[config.mk]
export PLATFORM = sky130hd
export DESIGN_NAME = sparse_ring_enc
export DESIGN_NICKNAME = d
export VERILOG_FILES = /design/src/rtl/sparse_ring_enc.sv
export SDC_FILE = /design/constraint.sdc
export NUM_CORES = 1
export LEC_CHECK = 0
export ABC_AREA = 1
export CAP_MARGIN = 10
export CELL_PAD_IN_SITES_DETAIL_PLACEMENT = 1
export CELL_PAD_IN_SITES_GLOBAL_PLACEMENT = 1
export CORE_MARGIN = 4
export CORE_UTILIZATION = 46
export DETAILED_ROUTE_END_ITERATION = 6
export PLACE_DENSITY_LB_ADDON = 0.1
export RECOVER_POWER = 100
export SYNTH_ARGS = -nofsm -noshare
export SYNTH_HDL_FRONTEND = slang
export SYNTH_SLANG_ARGS = --single-unit
export TNS_END_PERCENT = 20
[constraint.sdc]
create_clock -name clk -period 8.75 [get_ports clk]
set_clock_uncertainty 0.05 [all_clocks]
set_input_delay 1.75 -clock clk [delete_from_list [all_inputs] [get_ports clk]]
set_output_delay 1.75 -clock clk [all_outputs]
set_load 0.1 [all_outputs]
[src/rtl/sparse_ring_enc.sv]
module sparse_ring_enc #(
  parameter int N  = 107,
  parameter int QW = 6,
  parameter int DR = 5,
  parameter int IW = $clog2(N),
  parameter int SW = $clog2(DR + 1)
) (
  input  logic          clk,
  input  logic          rst_n,
  input  logic          enc_i,
  input  logic          r_bit_i,
  input  logic          m_bit_i,
  output logic          busy_o,
  output logic [IW-1:0] cur_idx_o,
  output logic          done_o,
  output logic [QW-1:0] coef_o,
  output logic [IW-1:0] coef_idx_o
);
  localparam logic [IW-1:0] LAST  = IW'(N - 1);
  localparam logic [SW-1:0] SLAST = SW'(DR - 1);
  localparam logic [SW-1:0] SCAP  = SW'(DR);

  typedef enum logic [1:0] {S_IDLE, S_LOAD, S_MUL, S_ADD} st_t;

  st_t           st;
  logic [IW-1:0] ctr;
  logic [SW-1:0] step, nz;
  logic [IW-1:0] deg [DR];
  logic [DR-1:0] vld;
  logic [QW-1:0] acc;
  logic [IW:0]   a_wide;
  logic [IW-1:0] addr;
  logic [QW-1:0] term;

  function automatic logic [QW-1:0] hkey(input logic [IW-1:0] i);
    int unsigned t;
    t = 7 * int'(i) * int'(i) + 3 * int'(i) + 1;
    return QW'(t);
  endfunction

  always_comb begin
    if (ctr >= deg[0]) a_wide = {1'b0, ctr} - {1'b0, deg[0]};
    else               a_wide = {1'b0, ctr} + (IW+1)'(N) - {1'b0, deg[0]};
  end
  assign addr      = a_wide[IW-1:0];
  assign term      = vld[0] ? hkey(addr) : '0;
  assign busy_o    = (st != S_IDLE);
  assign cur_idx_o = ctr;

  always_ff @(posedge clk or negedge rst_n) begin
    if (!rst_n) begin
      st         <= S_IDLE;
      ctr        <= '0;
      step       <= '0;
      nz         <= '0;
      vld        <= '0;
      acc        <= '0;
      done_o     <= 1'b0;
      coef_o     <= '0;
      coef_idx_o <= '0;
      for (int i = 0; i < DR; i++) deg[i] <= '0;
    end else begin
      done_o <= 1'b0;
      unique case (st)
        S_IDLE: if (enc_i) begin
          st  <= S_LOAD;
          ctr <= '0;
          nz  <= '0;
          vld <= '0;
        end
        S_LOAD: begin
          if (r_bit_i && nz < SCAP) begin
            deg[nz] <= ctr;
            vld[nz] <= 1'b1;
            nz      <= nz + 1'b1;
          end
          if (ctr == LAST) begin
            st   <= S_MUL;
            ctr  <= '0;
            step <= '0;
            acc  <= '0;
          end else ctr <= ctr + 1'b1;
        end
        S_MUL: begin
          acc <= acc + term;
          for (int i = 0; i < DR - 1; i++) deg[i] <= deg[i+1];
          deg[DR-1] <= deg[0];
          vld       <= {vld[0], vld[DR-1:1]};
          step      <= step + 1'b1;
          if (step == SLAST) st <= S_ADD;
        end
        S_ADD: begin
          coef_o     <= acc + QW'(m_bit_i);
          coef_idx_o <= ctr;
          done_o     <= 1'b1;
          acc        <= '0;
          step       <= '0;
          if (ctr == LAST) st <= S_IDLE;
          else begin
            ctr <= ctr + 1'b1;
            st  <= S_MUL;
          end
        end
        default: st <= S_IDLE;
      endcase
    end
  end

  a_r7_done_pulse: assert property (@(posedge clk) disable iff (!rst_n)
    done_o |=> !done_o);
  a_r7_idx_in_range: assert property (@(posedge clk) disable iff (!rst_n)
    done_o |-> coef_idx_o <= LAST);
  a_r6_busy_mid_run: assert property (@(posedge clk) disable iff (!rst_n)
    (done_o && coef_idx_o != LAST) |-> busy_o);
  a_r8_no_restart: assert property (@(posedge clk) disable iff (!rst_n)
    (st == S_MUL) |=> (st == S_MUL || st == S_ADD));
  a_r4_slot_cap: assert property (@(posedge clk) disable iff (!rst_n)
    nz <= SCAP);
  a_r6_load_len: assert property (@(posedge clk) disable iff (!rst_n)
    (st == S_LOAD && ctr != LAST) |=> st == S_LOAD);
endmodule

Word-level counts from Yosys, hierarchy flattened
Cells that the tools add are included.
{"block": "totals", "register_bits": 75, "wordCells": 90, "in_bits": 5, "out_inout_bits": 22}
{"block": "op_classes", "reduce_logical": 16, "order_cmp": 6, "addsub": 10, "bitwise_logic": 2, "mul": 3, "n_eq_ne": 10, "muxes": 29}
{"operator": "one-hot mux 35 bit (2 select lines)", "n": 1}
{"operator": "bitwise mux 35 bit", "n": 1}
{"operator": "2-to-1 mux 35 bit", "n": 1}
{"operator": "2-to-1 mux 7 bit", "n": 5}
{"operator": "demux 7 bit (select 3 bit)", "n": 1}
{"operator": "one-hot mux 7 bit (3 select lines)", "n": 1}
{"operator": "one-hot mux 6 bit (3 select lines)", "n": 1}
{"operator": "one-hot mux 5 bit (3 select lines)", "n": 1}
{"operator": "subtractor 7 bit", "n": 2}
{"operator": "adder 6 bit", "n": 2}
{"operator": "2-to-1 mux 6 bit", "n": 2}
{"operator": "AND reduction 3 bit", "n": 4}
{"operator": "multiplier 10 x 7 -> 6 bit", "n": 1}
{"operator": "multiplier 3 x 7 -> 10 bit (first input constant)", "n": 1}
{"operator": "2-to-1 mux 5 bit", "n": 2}
{"operator": "!= test 2 bit (second input constant)", "n": 5}
{"operator": "2-to-1 mux 3 bit", "n": 3}
{"operator": "one-hot mux 3 bit (3 select lines)", "n": 1}
{"operator": "nonzero test 3 bit", "n": 3}
{"operator": "2-to-1 mux 2 bit", "n": 4}
{"operator": "one-hot mux 2 bit (4 select lines)", "n": 1}
{"operator": "adder 7 x 1 -> 7 bit (second input constant)", "n": 1}
{"operator": "adder 7 bit (second input constant)", "n": 1}
{"operator": "equality test 7 bit (second input constant)", "n": 1}
{"operator": "22 further kinds", "n": 30}

Depth between registers and ports, before layout
Gate-level depths: netlist (run 1).
{"block": "logic_depth", "word_depth": 10, "ltp_mapped": 36}

Worst setup path before layout (run 1)
Ideal clock, no wire load.
{"block": "synth_path", "kind": "reg-to-reg", "startpoint": "register ctr[2], in the netlist cur_idx_o[2]", "endpoint": "register acc[5]", "period_less_slack_ns": 7.305, "path_stages_with_launch": 31, "arrival_ns": 7.139, "path_slack_ns": 1.445, "path_buffers": 0, "cell_sequence": "dfrtp_1 > inv_1 > ha_1 > nand3_1 > nand2_1 > nand2_2 > nand3_4 > o21ai_2 > inv_1 > fa_1 > inv_1 > ha_1 > nand2_1 > fa_1 > inv_1 > fa_1 > inv_1 > fa_1 > inv_1 > fa_1 > fa_1 > nand2_1 > inv_1 > ha_1 > a21oi_1 > xor2_1 > inv_1 > nand2_1 > nand2_1 > nand2_1 > nand2_1"}
{"block": "synth_via", "elab_chain_len": 10}
{"item": "start, declared", "line": "26", "text": "logic [IW-1:0] ctr;"}
{"item": "start signal, assigned", "line": "82", "text": "end else ctr <= ctr + 1'b1;"}
{"item": "start signal, assigned", "line": "100", "text": "ctr <= ctr + 1'b1;"}
{"item": "adder 7 bit", "line": "43", "text": "else a_wide = {1'b0, ctr} + (IW+1)'(N) - {1'b0, deg[0]};"}
{"item": "subtractor 7 bit", "line": "43"}
{"item": "2-to-1 mux 7 bit", "line": "42", "text": "if (ctr >= deg[0]) a_wide = {1'b0, ctr} - {1'b0, deg[0]};"}
{"item": "multiplier 3 x 7 -> 10 bit", "line": "37", "text": "t = 7 * int'(i) * int'(i) + 3 * int'(i) + 1;"}
{"item": "multiplier 10 x 7 -> 6 bit", "line": "37"}
{"item": "adder 6 bit", "line": "37"}
{"item": "adder 6 x 1 -> 6 bit", "line": "37"}
{"item": "2-to-1 mux 6 bit", "line": "46", "text": "assign term = vld[0] ? hkey(addr) : '0;"}
{"item": "adder 6 bit", "line": "85", "text": "acc <= acc + term;"}
{"item": "one-hot mux 6 bit (3 select lines)", "line": "64", "text": "unique case (st)"}
{"item": "end signal, assigned", "line": "85"}
{"item": "end, declared", "line": "30", "text": "logic [QW-1:0] acc;"}
Parallel ways exist; a longest one is shown, timed or not.
A chain may end at the register's enable or synchronous reset.

Worst setup path after layout (run 1)
{"block": "layout_path", "startpoint": "register ctr[1], in the netlist cur_idx_o[1]", "endpoint": "register acc[5]"}
The elaborated chain is that of the path after synthesis.

==> results of run 1 <==
[final timing paths]
path                             endpoint  slack, ns  cells after the start
worst max-delay path               acc[5]       1.30                     30
worst min register to register  coef_o[1]       0.43                      2
worst min-delay path            coef_o[1]       0.43                      2
min in group asynchronous       coef_o[3]       2.76                      1
max in group asynchronous          deg[5]       3.58                      1
worst max register to register     acc[5]       1.30                     30
[cells by family (layout without fill, tap and decap cells)]
| kind of cell | count (synthesis) | count (layout) | synth area share [%] |
|---|---|---|---|
| fa+ha+maj | 60 | 60 | 16.17 |
| flops | 75 | 75 | 34.84 |
| simple gates | 259 | 259 | 21.44 |
| buf+inv | 133 | 162 | 9.640 |
| xor+xnor | 21 | 21 | 3.415 |
| compound gates | 138 | 138 | 14.50 |
[worst min-delay path, delay by kind of cell (launching register included)]
family | cells | cell delay, ns
flip-flops | 1 | 0.34
AND/OR/NAND/NOR | 2 | 0.10
[routing by layer]
metal / part of all wire [%] / vias to the layer above / wire length, um
li1: - / 2264 / -
met2: 52 / 52 / 7567
met4: 2.7 / 0 / 401
met5: 0 / - / 0
met3: 2.4 / 29 / 349
met1: 43 / 2260 / 6300
[final cells by class]
| cell class | count | share of cell area, % |
|---|---|---|
| flip-flops and latches | 75 | 31.25 |
| multi-input cells | 478 | 49.33 |
| clock inverters | 6 | 0.7917 |
| clock buffers | 10 | 3.813 |
| well taps | 143 | 2.979 |
| inverters | 119 | 7.479 |
| repair buffers | 27 | 4.354 |
[per-stage QoR]
stage	worst slack, ns	std cells	instance area [um2]
finish	1.301	858	6006
floorplan	1.445	686	5386
global placement	1.846	842	5761
global route	0.7755	858	6006
CTS	1.533	858	6037
detailed placement	1.536	842	5761
[state kept, by name, summed over array words and instances (netlist names)]
| name | cells |
|---|---|
| st | 2 |
| done_o | 1 |
| coef_o | 6 |
| acc | 6 |
| vld | 5 |
| deg | 35 |
| step | 3 |
| nz | 3 |
| cur_idx_o | 7 |
| coef_idx_o | 7 |
[placed cells by master (no fill, tap or decap), types with 4 or more instances in the layout]
cell type      netlist  layout
a21oi_1             28      28
clkbuf_16            0       9
dfrtp_1             75      75
dlygate4sd3_1        0      25
fa_1                16      16
ha_1                44      44
inv_1              118     118
nand2_1            165     167
nand2_2              9       7
nand2_4              4       4
nand3_1             30      31
nand4_1              5       5
nor2_1              26      28
nor3_1               5       5
o21ai_0             60      60
o22ai_1             40      40
xnor2_1             13      13
xor2_1               8       8
==> summary.md, run 1 <==
| Metric | Value |
|---|---|
| Run status | finished, violations left |
| Failing checks | capacitance limit, slew limit |
| Total of flip-flops plus latches after synthesis | 75 |
| DIE WIDTH | 116.2 um |
| Hold-fix buffer count after cts | 0 |
| Mapped Cells | 686 |
| Period Utilization, post-route | 85.14% |
| Count of endpoints failing setup in the final report | 0 |
| Total half-perimeter wirelength after legalization and detailed placement | 11,060 um |
| Nets in the synthesized netlist | 751 |
| Input/output buffers | 26 |
| Overflow after GRT | 0 |
| Data arrival, critical path | approximately 7.6 ns |
| Fraction of registers with async set or reset after synthesis | 100.0% |
| Most used flip-flop cell after synthesis | dfrtp_1 |
| Max-cap check violation count | 1 |
| Path type of the worst setup path | flip-flop to flip-flop |
| CTS H-tree depth | 3 |
| Type of element launching the critical path | flip-flop |
| DRC marker count from the first detailed-route iteration | 167 |
| Global-route total usage across every layer | between 20% and 30% |
| Slowest-stage cell, CP | fa_1 |
| Placeable core region | between 10,000 and 15,000 um2 |
| Remaining DRCs | 0 |
| Share of layout cells above drive strength 1 | under 10% |
| Combined buffer and inverter count along the critical path | 8 |
| Number of vias per cell | ~5.4 |
| Antenna cell count | 0 |
| Pin slew with the least headroom to its limit | about 4.0 ns |
| Count of buffers added by post-CTS timing repair for setup | 0 |
| Per-instance average area after synthesis | 7.852 um2 |
| Fmax | 134.2 MHz |
| Antenna violations before repair | 0 |
| Busiest layer in global routing | met2 |
| Total Negative Setup Slacks | 0 ns |
| Average wire length per cell after detail routing | 17.04 um |
| Total clock sinks | 75 |
| Fin. Hold Viols | 0 |
| Global-route met2 utilization | 42.62% |
| Inserted Clock Buffers | 9 |
| Post-synthesis cell type with the largest combined area | dfrtp_1 |
| Critical path required time | 8.94 ns |
| Clock Tree Root | clkbuf_16 |
| Post-synthesis instance area | 5386 um2 |
| Vias | 4,605 |
| Post-Route WL | about 15,000 um |
| Fin. max-slew vios | 76 |
| Startpoint of the worst hold path | coef_o[1] |
| Critical path's largest stage delay | 0.56 ns |
| Later-pin clock latency in the skew report | 0.35 ns |
| Number of I/O pins | 27 |
| Setup crit start | cur_idx_o[1] |
| Critical path fanouts, max | 9 |
| Number of global-route vias before repair | 4,934 |
| Pin count of the biggest net entering global routing | 76 |
| Die outline height | 116.2 um |
| Synth Warn # | 0 |
| Final standard cell utilization of the core | 52.60% |
| P&R area growth vs syn | 11.50% |
| TritonCTS clock tree | done |
| Placement Rows | 39 |
| Post-synthesis cell type count | 37 |
| Ranking of synthesized cells by instance count | nand2_1 (165), inv_1 (118), dfrtp_1 (75) |
| Clk slew on worst S/H paths | around 0.070 ns |
| Largest cells by area after synthesis | dfrtp_1 (35%), nand2_1 (11%), ha_1 (10%) |
| Number of nets at the end of the flow | 775 |
| Area of all sequential standard cells | 1877 um2 |
| CP Capture Type | flip-flop |
| Share of synthesized area occupied by flip-flops and latches | 34.84% |
| GRT met3 Usage | approximately 3.5% |
| Slew margin rel. | -169.7% |
| Number of iterations in the first detailed-routing pass | 4 |
| Total area of multi-input combinational cells | approximately 3000 um2 |
| Clock period minus worst slack | about 7.4 ns |
| Post-cts sizing count | 0 |
| Maximum count of clock buffers along a single path | 2 |
| Startpoint of the worst-slack reg-to-reg timing path | cur_idx_o[1] |
| RSZ-0062 raised after global routing | no |
| GRT met1 Usage | 27.52% |
| Cell class contributing the biggest share of worst-path delay | adder cells |
| Final weighted congestion of routability-driven global placement | 0.8598 |
| Starting Density | about 47% |
| Hold Crit Class | flip-flop to flip-flop |
| Hold_ws | 0.4261 ns |
| First-pass GRT wire length | about 25,000 um |
| Overall die area | 13,500 um2 |
| Number of enable flip-flop cells after synthesis | 0 |
| Antenna-violating nets left | 0 |
| Area fraction of the dominant cell type after synthesis | 34.84% |
| Count of filler cells inserted in the layout | 1,426 |
| Cell with the most instances after synthesis | nand2_1 |
Power of run 1 is not shown: default switching activity piles up to over one toggle a cycle in this logic, so the estimate is an artifact.
==> run 2, diff against run 1 <==
--- a/config.mk
+++ b/config.mk
@@ -6,11 +6,11 @@
 export NUM_CORES = 1
 export LEC_CHECK = 0
 export ABC_AREA = 1
-export CAP_MARGIN = 10
 export CELL_PAD_IN_SITES_DETAIL_PLACEMENT = 1
 export CELL_PAD_IN_SITES_GLOBAL_PLACEMENT = 1
 export CORE_MARGIN = 4
-export CORE_UTILIZATION = 46
+export CORE_UTILIZATION = 47
+export CTS_BUF_LIST = sky130_fd_sc_hd__clkbuf_2 sky130_fd_sc_hd__clkbuf_4 sky130_fd_sc_hd__clkbuf_8
 export DETAILED_ROUTE_END_ITERATION = 6
 export PLACE_DENSITY_LB_ADDON = 0.1
 export RECOVER_POWER = 100
==> summary.md, run 2 (same netlist as run 1, synthesis figures left out) <==
| Metric | Value |
|---|---|
| Run status | finished, violations left |
| Failing checks | capacitance limit, slew limit |
| Fmax | 134.8 MHz |
| Pin slew with the least headroom to its limit | 4.034 ns |
| Final weighted congestion of routability-driven global placement | 0.8915 |
| Count of endpoints failing setup in the final report | 0 |
| Number of vias per cell | 5.366 |
| DIE WIDTH | 115.1 um |
| Critical path fanouts, max | 9 |
| Count of buffers added by post-CTS timing repair for setup | 0 |
| Total Negative Setup Slacks | 0 ns |
| Placeable core region | 11,030 um2 |
| Placed instance area | 5757 um2 |
| Startpoint of the worst-slack reg-to-reg timing path | cur_idx_o[1] |
| Hold Crit Class | flip-flop to flip-flop |
| Finished layout cell area | 5931 um2 |
| Leading cell type in the layout, fill and taps excluded | nand2_1 |
| Worst reg2reg path endpoint | acc[5] |
| Antenna violations before repair | 0 |
| Pin count of the biggest net entering global routing | 76 |
| Combined buffer and inverter count along the critical path | 7 |
| CP Capture Type | flip-flop |
| Post-cts sizing count | 0 |
| Capture point of the worst path | acc[5] |
| Global-route total usage across every layer | 23.26% |
| Post-Route WL | 14,190 um |
| Remaining DRCs | 0 |
| Number of iterations in the first detailed-routing pass | 4 |
| Cell class contributing the biggest share of worst-path delay | adder cells |
| Max-cap check violation count | 1 |
| Overall die area | 13,240 um2 |
| Final standard cell utilization of the core | 53.77% |
| Number of nets at the end of the flow | 775 |
| Input/output buffers | 26 |
| Clock period minus worst slack | 7.417 ns |
| Number of I/O pins | 27 |
| Total half-perimeter wirelength after legalization and detailed placement | 11,170 um |
| Inserted Clock Buffers | 9 |
| Placement Rows | 38 |
| P&R area growth vs syn | 10.10% |
| Clk slew on worst S/H paths | around 0.090 ns |
| CTS H-tree depth | 3 |
| Commonest cells after routing, fill and taps aside | nand2_1 (166), inv_1 (118), dfrtp_1 (75), o21ai_0 (60), ha_1 (44) |
| DRC marker count from the first detailed-route iteration | 190 |
| Slowest-stage cell, CP | fa_1 |
| Worst-case register-to-register setup slack | 1.33 ns |
| Number of cells on the critical path | 29 |
| Maximum count of clock buffers along a single path | 2 |
| Starting Density | 48.83% |
| Number of global-route vias before repair | between 5,000 and 6,000 |
| Antenna cell count | 0 |
| Register with the highest flop count | deg |
| Later-pin clock latency in the skew report | 0.36 ns |
| R2r worst-path depth | 29 |
| Critical path required time | around 9 ns |
| TritonCTS clock tree | done |
| Share of layout cells above drive strength 1 | 5.594% |
| Hold_ws | 0.4394 ns |
| Type of element launching the critical path | flip-flop |
| Fin. Hold Viols | 0 |
| Vias | 4,588 |
| Setup crit start | cur_idx_o[1] |
| Data arrival, critical path | 7.67 ns |
| Total clock sinks | 75 |
| Slew margin rel. | -169.0% |
| Hold-fix buffer count after cts | 0 |
| Period Utilization, post-route | 84.76% |
| Die outline height | 115.1 um |
| RSZ-0062 raised after global routing | no |
| Overflow after GRT | 0 |
| Path type of the worst setup path | flip-flop to flip-flop |
| Antenna-violating nets left | 0 |
| Count of filler cells inserted in the layout | around 1,400 |
| First-pass GRT wire length | around 25,000 um |
| Fin. max-slew vios | 76 |
| Critical path's largest stage delay | 0.55 ns |
| Average wire length per cell after detail routing | 16.60 um |
| Flip-flop count of the largest register, all copies and words added | 35 |
| Clock Tree Root | clkbuf_8 |
[run 2: cell types whose count changed in the layout (fill, tap and decap cells not counted), sizes merged]
cell    delta
bufinv     +1
clkinv     +2
inv        -3
[run 2: tightest hold or removal path, delay by kind of cell, from the launching register on]
kind	cells	cell delay, ns
AOI/OAI and AO/OA	1	0.06
DFF	1	0.35
and+or+nand+nor	1	0.05
[run 2: routing by layer]
metal	track usage [%]	up-vias	routed length, um
met2	41.78	57	7327
met5	0	-	0
met3	3.158	25	306
met4	7.746	0	306
met1	28.72	2243	6248
li1	-	2263	-
[run 2: per-stage QoR]
step / std cells / setup slack, ns
2_1_floorplan: 686 / 1.445
3_3_place_gp: 839 / 1.850
3_5_place_dp: 839 / 1.535
4_1_cts: 855 / 1.540
5_1_grt: 855 / 0.7982
6_report: 855 / 1.333
[run 2: how the worst min path moves through the flow]
| stage | start | slack (ns) | endpoint | cells after the start |
|---|---|---|---|---|
| finish | coef_idx_o[5] | 0.44 | coef_idx_o[5] | 2 |
| global route | coef_o[0] | 0.47 | coef_o[0] | 2 |
| CTS | coef_o[0] | 0.45 | coef_o[0] | 2 |
| detailed placement | coef_o[0] | 0.42 | coef_o[0] | 2 |
| global placement | coef_o[0] | 0.41 | coef_o[0] | 2 |
| floorplan | deg[5] | 0.41 | deg[5] | 1 |
[run 2: layout make-up]
type / count / area, um2 / share of cell area (%)
inverters: 119 / 449.2 / 7.574
flip-flops and latches: 75 / 1877 / 31.65
clock buffers: 10 / 137.6 / 2.321
well taps: 140 / 175.2 / 2.954
clock inverters: 6 / 65.06 / 1.097
multi-input cells: 478 / 2965 / 50.00
repair buffers: 27 / 261.5 / 4.409
Power of run 2 is left out for the same reason.
==> run 3, diff against run 2 <==
==> constraint.sdc (replaced) <==
create_clock -name clk -period 7.55 [get_ports clk]
set_clock_uncertainty 0.05 [all_clocks]
set_input_delay 1.51 -clock clk [delete_from_list [all_inputs] [get_ports clk]]
set_output_delay 1.51 -clock clk [all_outputs]
set_load 0.1 [all_outputs]
==> summary.md, run 3 (same netlist as run 1, synthesis figures left out) <==
| Metric | Value |
|---|---|
| Register with the highest flop count | deg |
| Antenna-violating nets left | 0 |
| DRC marker count from the first detailed-route iteration | 160 |
| Path type of the worst setup path | flip-flop to flip-flop |
| Count of endpoints failing setup in the final report | 0 |
| Routed wire length on met3 | approximately 370 um |
| CP most frequent cell | inv_1 |
| Period Utilization, post-route | between 90% and 100% |
| Clock Tree Root | clkbuf_8 |
| Number of vias per cell | 5.376 |
| R2r worst-path depth | 30 |
| Worst-case register-to-register setup slack | 0.49 ns |
| Input/output buffers | 26 |
| Total Negative Setup Slacks | 0 ns |
| Share of layout cells above drive strength 1 | 6.137% |
| Critical path fanouts, max | 9 |
| Sum of routed wire segments on met1 | about 6000 um |
| Final Worst Setup Slack | between 0.4 and 0.5 ns |
| Remaining DRCs | 0 |
| Slowest-stage cell, CP | fa_1 |
| Antenna violations before repair | 0 |
| TritonCTS clock tree | done |
| Overflow after GRT | 0 |
| Failing checks | capacitance limit, slew limit |
| Total half-perimeter wirelength after legalization and detailed placement | 11,190 um |
| First-pass GRT wire length | 24,520 um |
| RSZ-0062 raised after global routing | no |
| Global-route total usage across every layer | 23.18% |
| CP Capture Type | flip-flop |
| Vias | between 4,000 and 5,000 |
| Count of filler cells inserted in the layout | approximately 1,400 |
| Startpoint of the worst hold path | coef_o[0] |
| Finished layout cell area | 5982 um2 |
| Starting Density | 48.83% |
| Total clock sinks | 75 |
| DIE WIDTH | 115.1 um |
| Post-Route WL | 14,160 um |
| Top routing layer in use | met4 |
| Clk slew on worst S/H paths | 0.09 ns |
| Data arrival, critical path | 7.27 ns |
| Clock period minus worst slack | just over 7 ns |
| Leading cell type in the layout, fill and taps excluded | nand2_1 |
| Max-cap check violation count | 1 |
| Pin slew with the least headroom to its limit | 4.059 ns |
| Final weighted congestion of routability-driven global placement | 0.8747 |
| Fin. Hold Viols | 0 |
| Fin. max-slew vios | 76 |
| Maximum count of clock buffers along a single path | 2 |
| Number of iterations in the first detailed-routing pass | 4 |
| Commonest cells after routing, fill and taps aside | nand2_1 (165), inv_1 (118), dfrtp_1 (75), o21ai_0 (60), ha_1 (44) |
| Fmax | 141.7 MHz |
| Placement Rows | 38 |
| Die outline height | 115.1 um |
| CTS H-tree depth | 3 |
| P&R area growth vs syn | 11.06% |
| Run status | finished, violations left |
| Number of nets at the end of the flow | 777 |
| Later-pin clock latency in the skew report | 0.37 ns |
| Post-Place Worst Slack | 0.3320 ns |
| Slew margin rel. | -170.6% |
| Hold Crit Class | flip-flop to flip-flop |
| Amount of wire on met2 after detailed routing | 7444 um |
| Average wire length per cell after detail routing | between 15 and 20 um |
| Placeable core region | 11,030 um2 |
| Inserted Clock Buffers | 9 |
| Hold path endpoint | coef_o[0] |
| Instance count along the most critical hold path | 2 |
| Placed instance area | 5764 um2 |
| Overall die area | 13,240 um2 |
| Startpoint of the worst-slack reg-to-reg timing path | cur_idx_o[1] |
| Critical path required time | 7.76 ns |
| Flip-flop count of the largest register, all copies and words added | 35 |
| Antenna cell count | 0 |
| Type of element launching the critical path | flip-flop |
| Number of I/O pins | 27 |
| Pin count of the biggest net entering global routing | 76 |
| Worst reg2reg path endpoint | acc[5] |
| Number of global-route vias before repair | 4,997 |
| Critical path's largest stage delay | 0.55 ns |
## run 3: changes by cell type in the layout (fill, tap and decap cells not counted), sizes merged
cell | previous run | this run
buf | 1 | 3
bufinv | 1 | 2
clkbuf | 11 | 10
clkinv | 4 | 2
clkinvlp | 1 | 3
## run 3: layer usage
| layer | vias to the layer above | track usage, % |
|---|---|---|
| li1 | 2269 | - |
| met5 | - | 0 |
| met1 | 2267 | 28.58 |
| met2 | 57 | 41.94 |
| met4 | 0 | 6.338 |
| met3 | 14 | 3.737 |
## run 3: stage by stage
step | std cells | hold slack (ns) | util (%)
6_report | 857 | 0.4386 | 54.23
4_1_cts | 856 | 0.4465 | 54.22
3_5_place_dp | 840 | 0.4191 | 52.26
3_3_place_gp | 840 | 0.4078 | 52.26
5_1_grt | 857 | 0.4791 | 54.23
2_1_floorplan | 686 | 0.4145 | -
## run 3: how the worst max path moves through the flow
stage / startpoint / end / slack (ns) / cells past startpoint
5_1_grt: cur_idx_o[1] / acc[5] / 0.05 / 30
2_1_floorplan: cur_idx_o[2] / acc[5] / 0.24 / 30
3_3_place_gp: cur_idx_o[1] / acc[5] / 0.64 / 30
3_5_place_dp: cur_idx_o[1] / acc[5] / 0.33 / 30
4_1_cts: cur_idx_o[1] / acc[5] / 0.30 / 30
6_report: cur_idx_o[1] / acc[5] / 0.49 / 30
## run 3: timing repair
item | 4_1_cts | 5_1_grt
hold endpoints to repair | 0 | 0
setup buffers | 0 | 1
gates resized for setup | 0 | 1
hold buffers | 0 | 0
endpoints found under the setup margin | 0 | 1
## run 3: worst max-delay path: cells and delay by family (launching register included)
| family | cells | cell delay, ns |
|---|---|---|
| AO/OA/AOI/OAI | 2 | 0.42 |
| XOR/XNOR | 1 | 0.21 |
| adder cells (fa/ha/maj) | 10 | 4.43 |
| buffers and inverters | 8 | 0.57 |
| flip-flops | 1 | 0.48 |
| AND/OR/NAND/NOR | 9 | 0.80 |
## run 3: area by class of cell
cell class                 instances  area (um2)  share of cell area [%]
tap                              140       175.2                   2.928
inverter                         119       449.2                   7.509
sequential                        75        1877                   31.37
clock buffer                       9       123.9                   2.071
multi-input combinational        478        2988                   49.95
clock inverter                     7       92.59                   1.548
timing repair buffer              29       276.5                   4.622
Power of run 3 is left out for the same reason.
